===== config.mk =====
export PLATFORM = sky130hd
export DESIGN_NAME = sd_cmd_framer
export DESIGN_NICKNAME = d
export VERILOG_FILES = /design/src/rtl/sd_frm_pkg.sv /design/src/rtl/sd_frame_mux.sv /design/src/rtl/sd_token_detect.sv /design/src/rtl/sd_cmd_framer.sv
export SDC_FILE = /design/constraint.sdc
export NUM_CORES = 1
export LEC_CHECK = 0
export BUFFER_PORTS_ARGS = -buffer_cell sky130_fd_sc_hd__buf_4
export CAP_MARGIN = 20
export CORE_MARGIN = 10
export CORE_UTILIZATION = 47
export CTS_BUF_LIST = sky130_fd_sc_hd__clkbuf_16
export DETAILED_ROUTE_END_ITERATION = 10
export PLACE_DENSITY = 0.78
export REMOVE_ABC_BUFFERS = 1
export SLEW_MARGIN = 20
export SYNTH_ARGS = -nofsm -noshare
export SYNTH_HDL_FRONTEND = slang
export SYNTH_SLANG_ARGS = --single-unit

===== constraint.sdc =====
create_clock -name clk -period 2.31 [get_ports clk]
set_input_delay 0.462 -clock clk [delete_from_list [all_inputs] [get_ports clk]]
set_output_delay 0.462 -clock clk [all_outputs]
set_load 0.005 [all_outputs]

===== src/rtl/sd_frm_pkg.sv =====
// Shared types and constants for the SD command framer.
// Assumes byte-wide SPI transfers and a fixed six-byte command frame.
package sd_frm_pkg;
    typedef enum logic [1:0] {
        ST_IDLE,
        ST_SEND,
        ST_WAIT
    } frm_state_t;

    typedef enum logic [1:0] {
        TOK_NONE   = 2'd0,
        TOK_SINGLE = 2'd1,
        TOK_MULTI  = 2'd2,
        TOK_STOP   = 2'd3
    } tok_kind_t;

    localparam int          FRAME_LEN     = 6;
    localparam int          BLOCK_BYTES   = 512;
    localparam logic [7:0]  CMD_PREFIX    = 8'h40;
    localparam logic [7:0]  FILL_BYTE     = 8'hFF;
    localparam logic [7:0]  TOKEN_SINGLE  = 8'hFE;
    localparam logic [7:0]  TOKEN_MULTI   = 8'hFC;
    localparam logic [7:0]  TOKEN_STOP    = 8'hFD;
endpackage


===== src/rtl/sd_frame_mux.sv =====
// Selects the byte to send for a given frame position.
// Positions 0..5 are the command frame; any later position yields filler.
// Assumes the argument is a multiple of 8 bits wide.
module sd_frame_mux
    import sd_frm_pkg::*;
#(
    parameter int ARG_W = 32,
    parameter int POS_W = 3
) (
    input  logic [POS_W-1:0] pos,
    input  logic [5:0]       idx,
    input  logic [ARG_W-1:0] arg,
    input  logic [7:0]       tail,
    output logic [7:0]       byte_o
);
    localparam int ARG_BYTES = ARG_W / 8;

    logic [7:0] arg_b [ARG_BYTES];

    // Split the argument into bytes, most significant first.
    generate
        for (genvar g = 0; g < ARG_BYTES; g++) begin : g_argb
            assign arg_b[g] = arg[ARG_W-1-8*g -: 8];
        end
    endgenerate

    // Pick prefix+index, argument byte, trailing byte or filler.
    always_comb begin
        byte_o = FILL_BYTE;
        if (pos == '0) begin
            byte_o = CMD_PREFIX | {2'b00, idx};
        end else if (int'(pos) <= ARG_BYTES) begin
            byte_o = arg_b[int'(pos) - 1];
        end else if (int'(pos) == ARG_BYTES + 1) begin
            byte_o = tail;
        end
    end
endmodule


===== src/rtl/sd_token_detect.sv =====
// Classifies each received byte against the three block data tokens.
// The result is held until the next received byte.
module sd_token_detect
    import sd_frm_pkg::*;
(
    input  logic      clk,
    input  logic      rst_n,
    input  logic      rx_valid,
    input  logic [7:0] rx_byte,
    output tok_kind_t kind
);
    // Update the class on every received byte.
    always_ff @(posedge clk) begin
        if (!rst_n) begin
            kind <= TOK_NONE;
        end else if (rx_valid) begin
            case (rx_byte)
                TOKEN_SINGLE: kind <= TOK_SINGLE;
                TOKEN_MULTI:  kind <= TOK_MULTI;
                TOKEN_STOP:   kind <= TOK_STOP;
                default:      kind <= TOK_NONE;
            endcase
        end
    end

    p_tok_single_r10: assert property (@(posedge clk) disable iff (!rst_n)
        rx_valid && rx_byte == TOKEN_SINGLE |=> kind == TOK_SINGLE);
    p_tok_stop_r10: assert property (@(posedge clk) disable iff (!rst_n)
        rx_valid && rx_byte == TOKEN_STOP |=> kind == TOK_STOP);
    p_tok_hold_r10: assert property (@(posedge clk) disable iff (!rst_n)
        !rx_valid |=> $stable(kind));
endmodule


===== src/rtl/sd_cmd_framer.sv =====
// Sends one SD command frame in SPI mode and polls for the one-byte reply.
// Assumes the byte engine answers each accepted byte with exactly one
// rx_valid pulse, never in the same cycle the byte is offered.
module sd_cmd_framer
    import sd_frm_pkg::*;
#(
    parameter int POLL_MAX = 8
) (
    input  logic       clk,
    input  logic       rst_n,
    input  logic       start,
    input  logic [5:0] cmd_idx,
    input  logic [31:0] cmd_arg,
    input  logic [7:0] cmd_tail,
    output logic       busy,
    output logic       tx_valid,
    input  logic       tx_ready,
    output logic [7:0] tx_byte,
    input  logic       rx_valid,
    input  logic [7:0] rx_byte,
    output logic       done,
    output logic [7:0] resp,
    output logic       timeout,
    output logic [1:0] token_kind
);
    localparam int POS_W  = $clog2(FRAME_LEN + 1);
    localparam int POLL_W = $clog2(POLL_MAX + 1);
    localparam logic [POS_W-1:0]  POS_POLL  = POS_W'(FRAME_LEN);
    localparam logic [POLL_W-1:0] POLL_LAST = POLL_W'(POLL_MAX - 1);

    frm_state_t        st;
    logic [POS_W-1:0]  pos;
    logic [POLL_W-1:0] polls;
    logic [5:0]        idx_q;
    logic [31:0]       arg_q;
    logic [7:0]        tail_q;
    tok_kind_t         kind;

    sd_frame_mux #(.ARG_W(32), .POS_W(POS_W)) u_mux (
        .pos(pos), .idx(idx_q), .arg(arg_q), .tail(tail_q), .byte_o(tx_byte)
    );

    sd_token_detect u_tok (
        .clk(clk), .rst_n(rst_n), .rx_valid(rx_valid), .rx_byte(rx_byte),
        .kind(kind)
    );

    assign token_kind = kind;
    assign busy       = (st != ST_IDLE);
    assign tx_valid   = (st == ST_SEND);

    // Sequence frame bytes, filler polling, reply capture and timeout.
    always_ff @(posedge clk) begin
        if (!rst_n) begin
            st      <= ST_IDLE;
            pos     <= '0;
            polls   <= '0;
            idx_q   <= '0;
            arg_q   <= '0;
            tail_q  <= '0;
            resp    <= FILL_BYTE;
            timeout <= 1'b0;
            done    <= 1'b0;
        end else begin
            done <= 1'b0;
            case (st)
                ST_IDLE: begin
                    if (start) begin
                        idx_q   <= cmd_idx;
                        arg_q   <= cmd_arg;
                        tail_q  <= cmd_tail;
                        pos     <= '0;
                        polls   <= '0;
                        timeout <= 1'b0;
                        st      <= ST_SEND;
                    end
                end
                ST_SEND: begin
                    if (tx_ready) st <= ST_WAIT;
                end
                ST_WAIT: begin
                    if (rx_valid) begin
                        if (pos != POS_POLL) begin
                            pos <= pos + 1'b1;
                            st  <= ST_SEND;
                        end else if (!rx_byte[7]) begin
                            resp <= rx_byte;
                            done <= 1'b1;
                            st   <= ST_IDLE;
                        end else if (polls == POLL_LAST) begin
                            resp    <= rx_byte;
                            timeout <= 1'b1;
                            done    <= 1'b1;
                            st      <= ST_IDLE;
                        end else begin
                            polls <= polls + 1'b1;
                            st    <= ST_SEND;
                        end
                    end
                end
                default: st <= ST_IDLE;
            endcase
        end
    end

    p_hold_r5: assert property (@(posedge clk) disable iff (!rst_n)
        tx_valid && !tx_ready |=> tx_valid && $stable(tx_byte));
    p_filler_r5: assert property (@(posedge clk) disable iff (!rst_n)
        tx_valid && pos == POS_POLL |-> tx_byte == FILL_BYTE);
    p_reply_r6: assert property (@(posedge clk) disable iff (!rst_n)
        done && !timeout |-> !resp[7]);
    p_timeout_r7: assert property (@(posedge clk) disable iff (!rst_n)
        done && timeout |-> resp[7]);
    p_done_pulse_r8: assert property (@(posedge clk) disable iff (!rst_n)
        done |=> !done);
    p_done_idle_r8: assert property (@(posedge clk) disable iff (!rst_n)
        done |-> !busy);
    p_fields_r9: assert property (@(posedge clk) disable iff (!rst_n)
        busy && $past(busy) |-> $stable(arg_q) && $stable(idx_q) && $stable(tail_q));
    p_one_outst_r11: assert property (@(posedge clk) disable iff (!rst_n)
        tx_valid && tx_ready |=> !tx_valid);
endmodule


==> results of run 1 <==
==> tightest hold or removal path, delay by kind of cell <==
| kind | cells | cell delay, ns |
|---|---|---|
| and+or+nand+nor | 1 | 0.06 |
| buffers and inverters | 1 | 0.08 |
| muxes | 1 | 0.05 |
==> placed cells by master, fill, tap and decap left out, types with 8 or more instances in the layout <==
cell | netlist | layout
a211oi_1 | 8 | 8
a21oi_1 | 57 | 56
buf_4 | 0 | 88
clkbuf_16 | 0 | 9
dfxtp_1 | 67 | 64
mux2i_1 | 8 | 8
mux4_2 | 8 | 8
nand2_1 | 116 | 115
nor2_1 | 15 | 15
==> registers in the layout, summed over array words and instances (netlist names) <==
name,count
idx_q,6
resp,8
arg_q,32
polls,4
u_tok.kind,2
tail_q,8
pos,3
done,1
st,2
timeout,1
==> path summary, 6_finish.rpt <==
kind                 to  slack (ns)  depth (start not counted)
min             resp[4]        0.36                          3
max          tx_byte[2]        0.05                          7
min reg2reg   arg_q[11]        0.45                          2
max reg2reg     resp[0]        0.40                          7
==> power breakdown <==
| part | switching, mW | internal, mW |
|---|---|---|
| Combinational | 0.202 | 0.207 |
| Clock | 0.477 | 1.15 |
| Sequential | 0.0365 | 1.21 |
| Total | 0.716 | 2.57 |
==> kinds of logic (layout without fill, tap and decap cells) <==
logic type | count (synthesis) | count (layout) | share of synthesized area, %
compound gates | 79 | 79 | 15.7
mux | 16 | 16 | 8.81
buf+inv | 29 | 113 | 3.85
flops | 67 | 67 | 45.4
fa+ha+maj | 5 | 5 | 2.12
simple gates | 161 | 161 | 23.2
xor+xnor | 3 | 3 | 0.889
==> cell type report <==
| type | instances | area, sq um | share of cell area [%] |
|---|---|---|---|
| clock buffer | 9 | 225 | 5.57 |
| inverter | 6 | 22.5 | 0.557 |
| multi-input combinational | 264 | 1520 | 37.6 |
| tap | 75 | 93.8 | 2.32 |
| sequential | 67 | 1350 | 33.3 |
| timing repair buffer | 91 | 703 | 17.4 |
| clock inverter | 7 | 133 | 3.28 |
==> per-layer routing <==
layer | GRT usage [%] | routed length (um) | vias to the layer above
li1 | - | - | 1380
met1 | 18.8 | 3470 | 1306
met2 | 26.8 | 4120 | 64
met3 | 3.25 | 319 | 19
met4 | 7.72 | 212 | 0
met5 | 0 | 0 | -
==> repair_timing <==
action	in CTS	in global routing
setup buffers	1	1
pin swaps	1	2
setup endpoints to repair	8	8
gates resized for setup	6	7
==> reports/metrics.csv, run 1 <==
stage;metric;value;unit
status;status;finished, final reports clean;
power;pwr dens;814;nW/um^2
timing;minimum clock period;2.26;ns
yosys;synth cell count leaders;nand2_1, dfxtp_1, a21oi_1;
yosys;Post-synth top flop;dfxtp_1;
timing;Clock Skew;0.00340;ns
global_route;first-pass GRT wire length;13100;um
cells_and_area;Post-Layout Inst Area;4040;sq um
cts;Sink Count;67;
min_path;HP Start;rx_byte[4];
yosys;Synth Instances;360;
die;die width;99.3;um
worst_setup_path;CP Buf/Inv Count;3;
die;Initial Utilization;49.0;%
power;P_leak;1.64;nW
power;worst vdd ir;0.000670;V
worst_setup_path;Worst EP arrival;1.80;ns
routing;wire per inst;15.6;um
place;Cells after DPL;501;
routing;TritonRoute pass-1 iters;4;
cts;CTS root buf;clkbuf_16;
routing;via count;2769;
timing;Tcrit/Tclk final;97.8;%
cells_and_area;Antenna Cells;0;
worst_setup_path;worst flop-to-flop path startpoint;pos[0];
place;IO buf count;80;
place;post-place instance area;3640;sq um
yosys;most frequent cell after synthesis;nand2_1;
die;I/O pin total;81;
timing;Final Setup Violations;0;
worst_setup_path;crit end category;output port;
cts;clock buffer depth;2;
place;GPL Wtd Cong;0.805;
yosys;synthesized flop and latch total;67;
worst_setup_path;Crit Path Category;register to output port;
worst_setup_path;startpoint types;register;
cts;H-tree levels;3;
cells_and_area;Final Instance Count excl. Fillers;519;
power;Tot Pwr;3.29;mW
global_route;total grt overflow;0;
routing;DR DRC count;0;
die;row cnt;28;
routing;Final ANT Viol Nets;0;
yosys;Mapped Area;2960;sq um
yosys;Ys Warns;0;
cts;Clock Latency Late Sink;0.33;ns
cells_and_area;Finished Core Util;67.1;%
cells_and_area;Fill cells;493;
timing;RSZ-0062 raised after global routing;yes;
min_path;Min-Delay Path Class;primary input to register;
worst_setup_path;CP cell instances;inv_2 -> ha_4 -> buf_6 -> mux4_2 -> a21oi_1 -> a211oi_1 -> buf_4;
cts;TritonCTS clock tree;yes;
worst_setup_path;launch point of the worst path;pos[1];
die;Core ar.;6030;sq um
cells_and_area;Layout area overhead;36.7;%
routing;vias per cell;5.34;
worst_setup_path;CP max-delay cell;dfxtp_2;
cells_and_area;Total Nets Final;503;
global_route;largest net degree at the start of global routing;47;
worst_setup_path;critical path's largest stage delay;0.33;ns
yosys;synth unique cells;37;
cts;CTS clk-pin slew, worst paths;0.05;ns
routing;drt first-iter violations;172;
job;Max Cap Viol;0;
global_route;initial antenna violation count;0;
global_route;vias in the first global route;2752;
timing;f_max;443;MHz
place;Place WS;0.231;ns
yosys;EDFF count, synth;0;
timing;worst setup margin;0.0503;ns
worst_setup_path;WP data required;1.85;ns
timing;Hold Vio Cnt, Final;0;
yosys;Post-Syn Area per Cell;8.21;sq um
timing;Final TNS setup;0;ns
yosys;sequential fraction of the synthesis area;45.4;%
die;Total Die Area;9860;sq um
worst_setup_path;crit-path leading delay family;buffers and inverters;
die;die span in y;99.3;um
place;DPL Wire Length;5820;um
timing;Worst Tran Pin Value;0.567;ns
cts;total CTS buffers;9;
cells_and_area;share of cells above drive strength 1;27.9;%
timing;Max Slew Vio Count;0;
worst_setup_path;crit-path max FO;6;
yosys;Yosys top cell area share;45.4;%
routing;drt total wl;8110;um
timing;WHS;0.364;ns
yosys;Synth area leader;dfxtp_1;
timing;Slew HR;62.1;%
cts;Post-CTS Hold Buffers;0;
yosys;synth top area cells;dfxtp_1, nand2_1, a21oi_1, mux4_2, mux2i_1;
global_route;GRT Util Overall;15.9;%
yosys;ys async rst share;0;%
(Power assumes the default switching activity.)
==> inputs of run 2 (changes only) <==
--- a/config.mk
+++ b/config.mk
@@ -12,6 +12,7 @@
 export CTS_BUF_LIST = sky130_fd_sc_hd__clkbuf_16
 export DETAILED_ROUTE_END_ITERATION = 10
 export PLACE_DENSITY = 0.78
+export RECOVER_POWER = 50
 export REMOVE_ABC_BUFFERS = 1
 export SLEW_MARGIN = 20
 export SYNTH_ARGS = -nofsm -noshare
==> run 2 against run 1 <==
Net effect: first-iteration DRC count down 1.2%; clock skew about the same; final area down 0.19%; register-to-register slack worse by 0.03 ns; sequential power about the same; largest cell class unchanged; critical path type unchanged.
==> reports/metrics.csv, run 2 (synthesis gave the netlist of run 1 again) <==
stage;metric;value;unit
global_route;met1 usage;18.8;%
cells_and_area;largest registers;arg_q: 32 flops, resp: 8 flops, tail_q: 8 flops;
power;Clock Power Share;49.5;%
cts;CTS clk-pin slew, worst paths;0.05;ns
worst_setup_path;CP max-delay cell;dfxtp_2;
global_route;largest net degree at the start of global routing;47;
power;power share of the combinational group;12.5;%
routing;via count;2787;
power;pwr dens;815;nW/um^2
cells_and_area;max FFs per register;32;
status;status;finished, final reports clean;
timing;Worst Tran Pin Value;0.775;ns
power;Int Power;2.57;mW
cells_and_area;share of cells above drive strength 1;27.5;%
place;IO buf count;80;
die;die width;99.3;um
cts;CTS root buf;clkbuf_16;
power;worst vdd ir;0.000668;V
place;GPL Wtd Cong;0.805;
global_route;GRT Util Overall;15.9;%
power;Sw Pwr;0.712;mW
min_path;Min-Delay Path Class;primary input to register;
die;row cnt;28;
place;Place WS;0.231;ns
cells_and_area;Antenna Cells;0;
worst_setup_path;Worst EP arrival;1.80;ns
power;sw frac;21.7;%
cells_and_area;Register Area;1350;sq um
timing;Clock Skew;0.00388;ns
worst_setup_path;critical path's largest stage delay;0.33;ns
die;Total Die Area;9860;sq um
cells_and_area;Final Instance Count excl. Fillers;519;
power;Reg power frac;38.1;%
cts;TritonCTS clock tree;yes;
routing;wire per inst;15.7;um
place;DPL Wire Length;5820;um
cells_and_area;Post-Layout Inst Area;4030;sq um
timing;minimum clock period;2.26;ns
cts;Sink Count;67;
place;Cells after DPL;501;
global_route;total grt overflow;0;
global_route;initial antenna violation count;0;
timing;RSZ-0062 raised after global routing;yes;
global_route;first-pass GRT wire length;13100;um
place;post-place instance area;3640;sq um
cts;H-tree levels;3;
global_route;vias in the first global route;2752;
timing;Tcrit/Tclk final;97.9;%
timing;Final Setup Violations;0;
cts;Post-CTS Hold Buffers;0;
timing;Final TNS setup;0;ns
timing;Slew HR;48.3;%
die;I/O pin total;81;
die;die span in y;99.3;um
cells_and_area;Finished Core Util;66.9;%
cells_and_area;Fill cells;492;
timing;Max Slew Vio Count;0;
cts;total CTS buffers;9;
cells_and_area;area of the multi-input gates;1520;sq um
routing;drt total wl;8140;um
cts;clock buffer depth;2;
worst_setup_path;CP cell instances;inv_2 -> ha_4 -> buf_6 -> mux4_2 -> a21oi_1 -> a211oi_1 -> buf_4;
routing;vias per cell;5.37;
global_route;global routing's busiest layer;met2;
cells_and_area;commonest non-fill, non-tap cell in the layout;nand2_1;
cells_and_area;register with the most flip-flops;arg_q;
cells_and_area;Total Nets Final;503;
global_route;met3 Resource Use GR;3.25;%
global_route;met2 global-route usage;26.8;%
worst_setup_path;WP data required;1.85;ns
worst_setup_path;Crit Path Category;register to output port;
timing;f_max;442;MHz
worst_setup_path;crit-path max FO;6;
routing;DR DRC count;0;
die;Core ar.;6030;sq um
cells_and_area;Layout area overhead;36.5;%
cells_and_area;commonest cells after routing, fill and taps aside;nand2_1, buf_4, dfxtp_1, a21oi_1, nor2_1;
routing;drt first-iter violations;170;
worst_setup_path;crit end category;output port;
power;P_leak;1.63;nW
worst_setup_path;startpoint types;register;
job;Max Cap Viol;0;
timing;worst setup margin;0.0492;ns
routing;TritonRoute pass-1 iters;4;
routing;Final ANT Viol Nets;0;
cts;Clock Latency Late Sink;0.33;ns
timing;Hold Vio Cnt, Final;0;
die;Initial Utilization;49.0;%
==> run 2: worst paths after layout <==
kind              slack [ns]  startpoint  cells after the start    endpoint
hold / removal          0.36  rx_byte[4]                      3     resp[4]
hold reg to reg         0.45   arg_q[11]                      2   arg_q[11]
setup reg to reg        0.37      pos[0]                      7     resp[0]
setup / recovery        0.05      pos[1]                      7  tx_byte[2]
==> run 2: power groups by stage <==
stage	registers (mW)	logic [mW]	clock network [mW]
global placement	1.27	0.387	0
CTS	1.25	0.408	1.64
global route	1.26	0.454	1.68
floorplan	1.27	0.202	0
finish	1.25	0.409	1.63
detailed placement	1.27	0.397	0
==> run 2: metrics by stage <==
stage,power (mW),hold WS [ns]
6_report,3.29,0.365
4_1_cts,3.30,0.359
3_3_place_gp,1.66,0.442
3_5_place_dp,1.67,0.447
2_1_floorplan,1.47,0.433
5_1_grt,3.39,0.378
==> run 2: metal layers <==
metal	wire length [um]	vias to the layer above	part of all wire [%]
met5	0	-	0
met4	183	0	2.2
met3	400	17	4.9
met2	4130	78	51
met1	3420	1312	42
li1	-	1380	-
==> run 2: layout make-up <==
type,instances,area share (%)
Inverter,6,0.558
Timing Repair Buffer,91,17.2
Clock buffer,9,5.58
Sequential cell,67,33.3
Multi-Input combinational cell,264,37.7
Clock inverter,7,3.29
Tap cell,75,2.33
==> run 2: critical path: cells and delay by family, from the launching register on <==
| family | cells | cell delay (ns) |
|---|---|---|
| buffers and inverters | 3 | 0.36 |
| DFF | 1 | 0.33 |
| muxes | 1 | 0.21 |
| AOI/OAI and AO/OA | 2 | 0.33 |
| adders and majority gates | 1 | 0.24 |
==> run 2: repair_timing <==
action	in CTS	in global routing
cloned	0	0
endpoints found under the hold margin	0	0
gates resized for setup	6	7
setup buffers	1	1
setup endpoints to repair	8	8
pin swaps	1	2
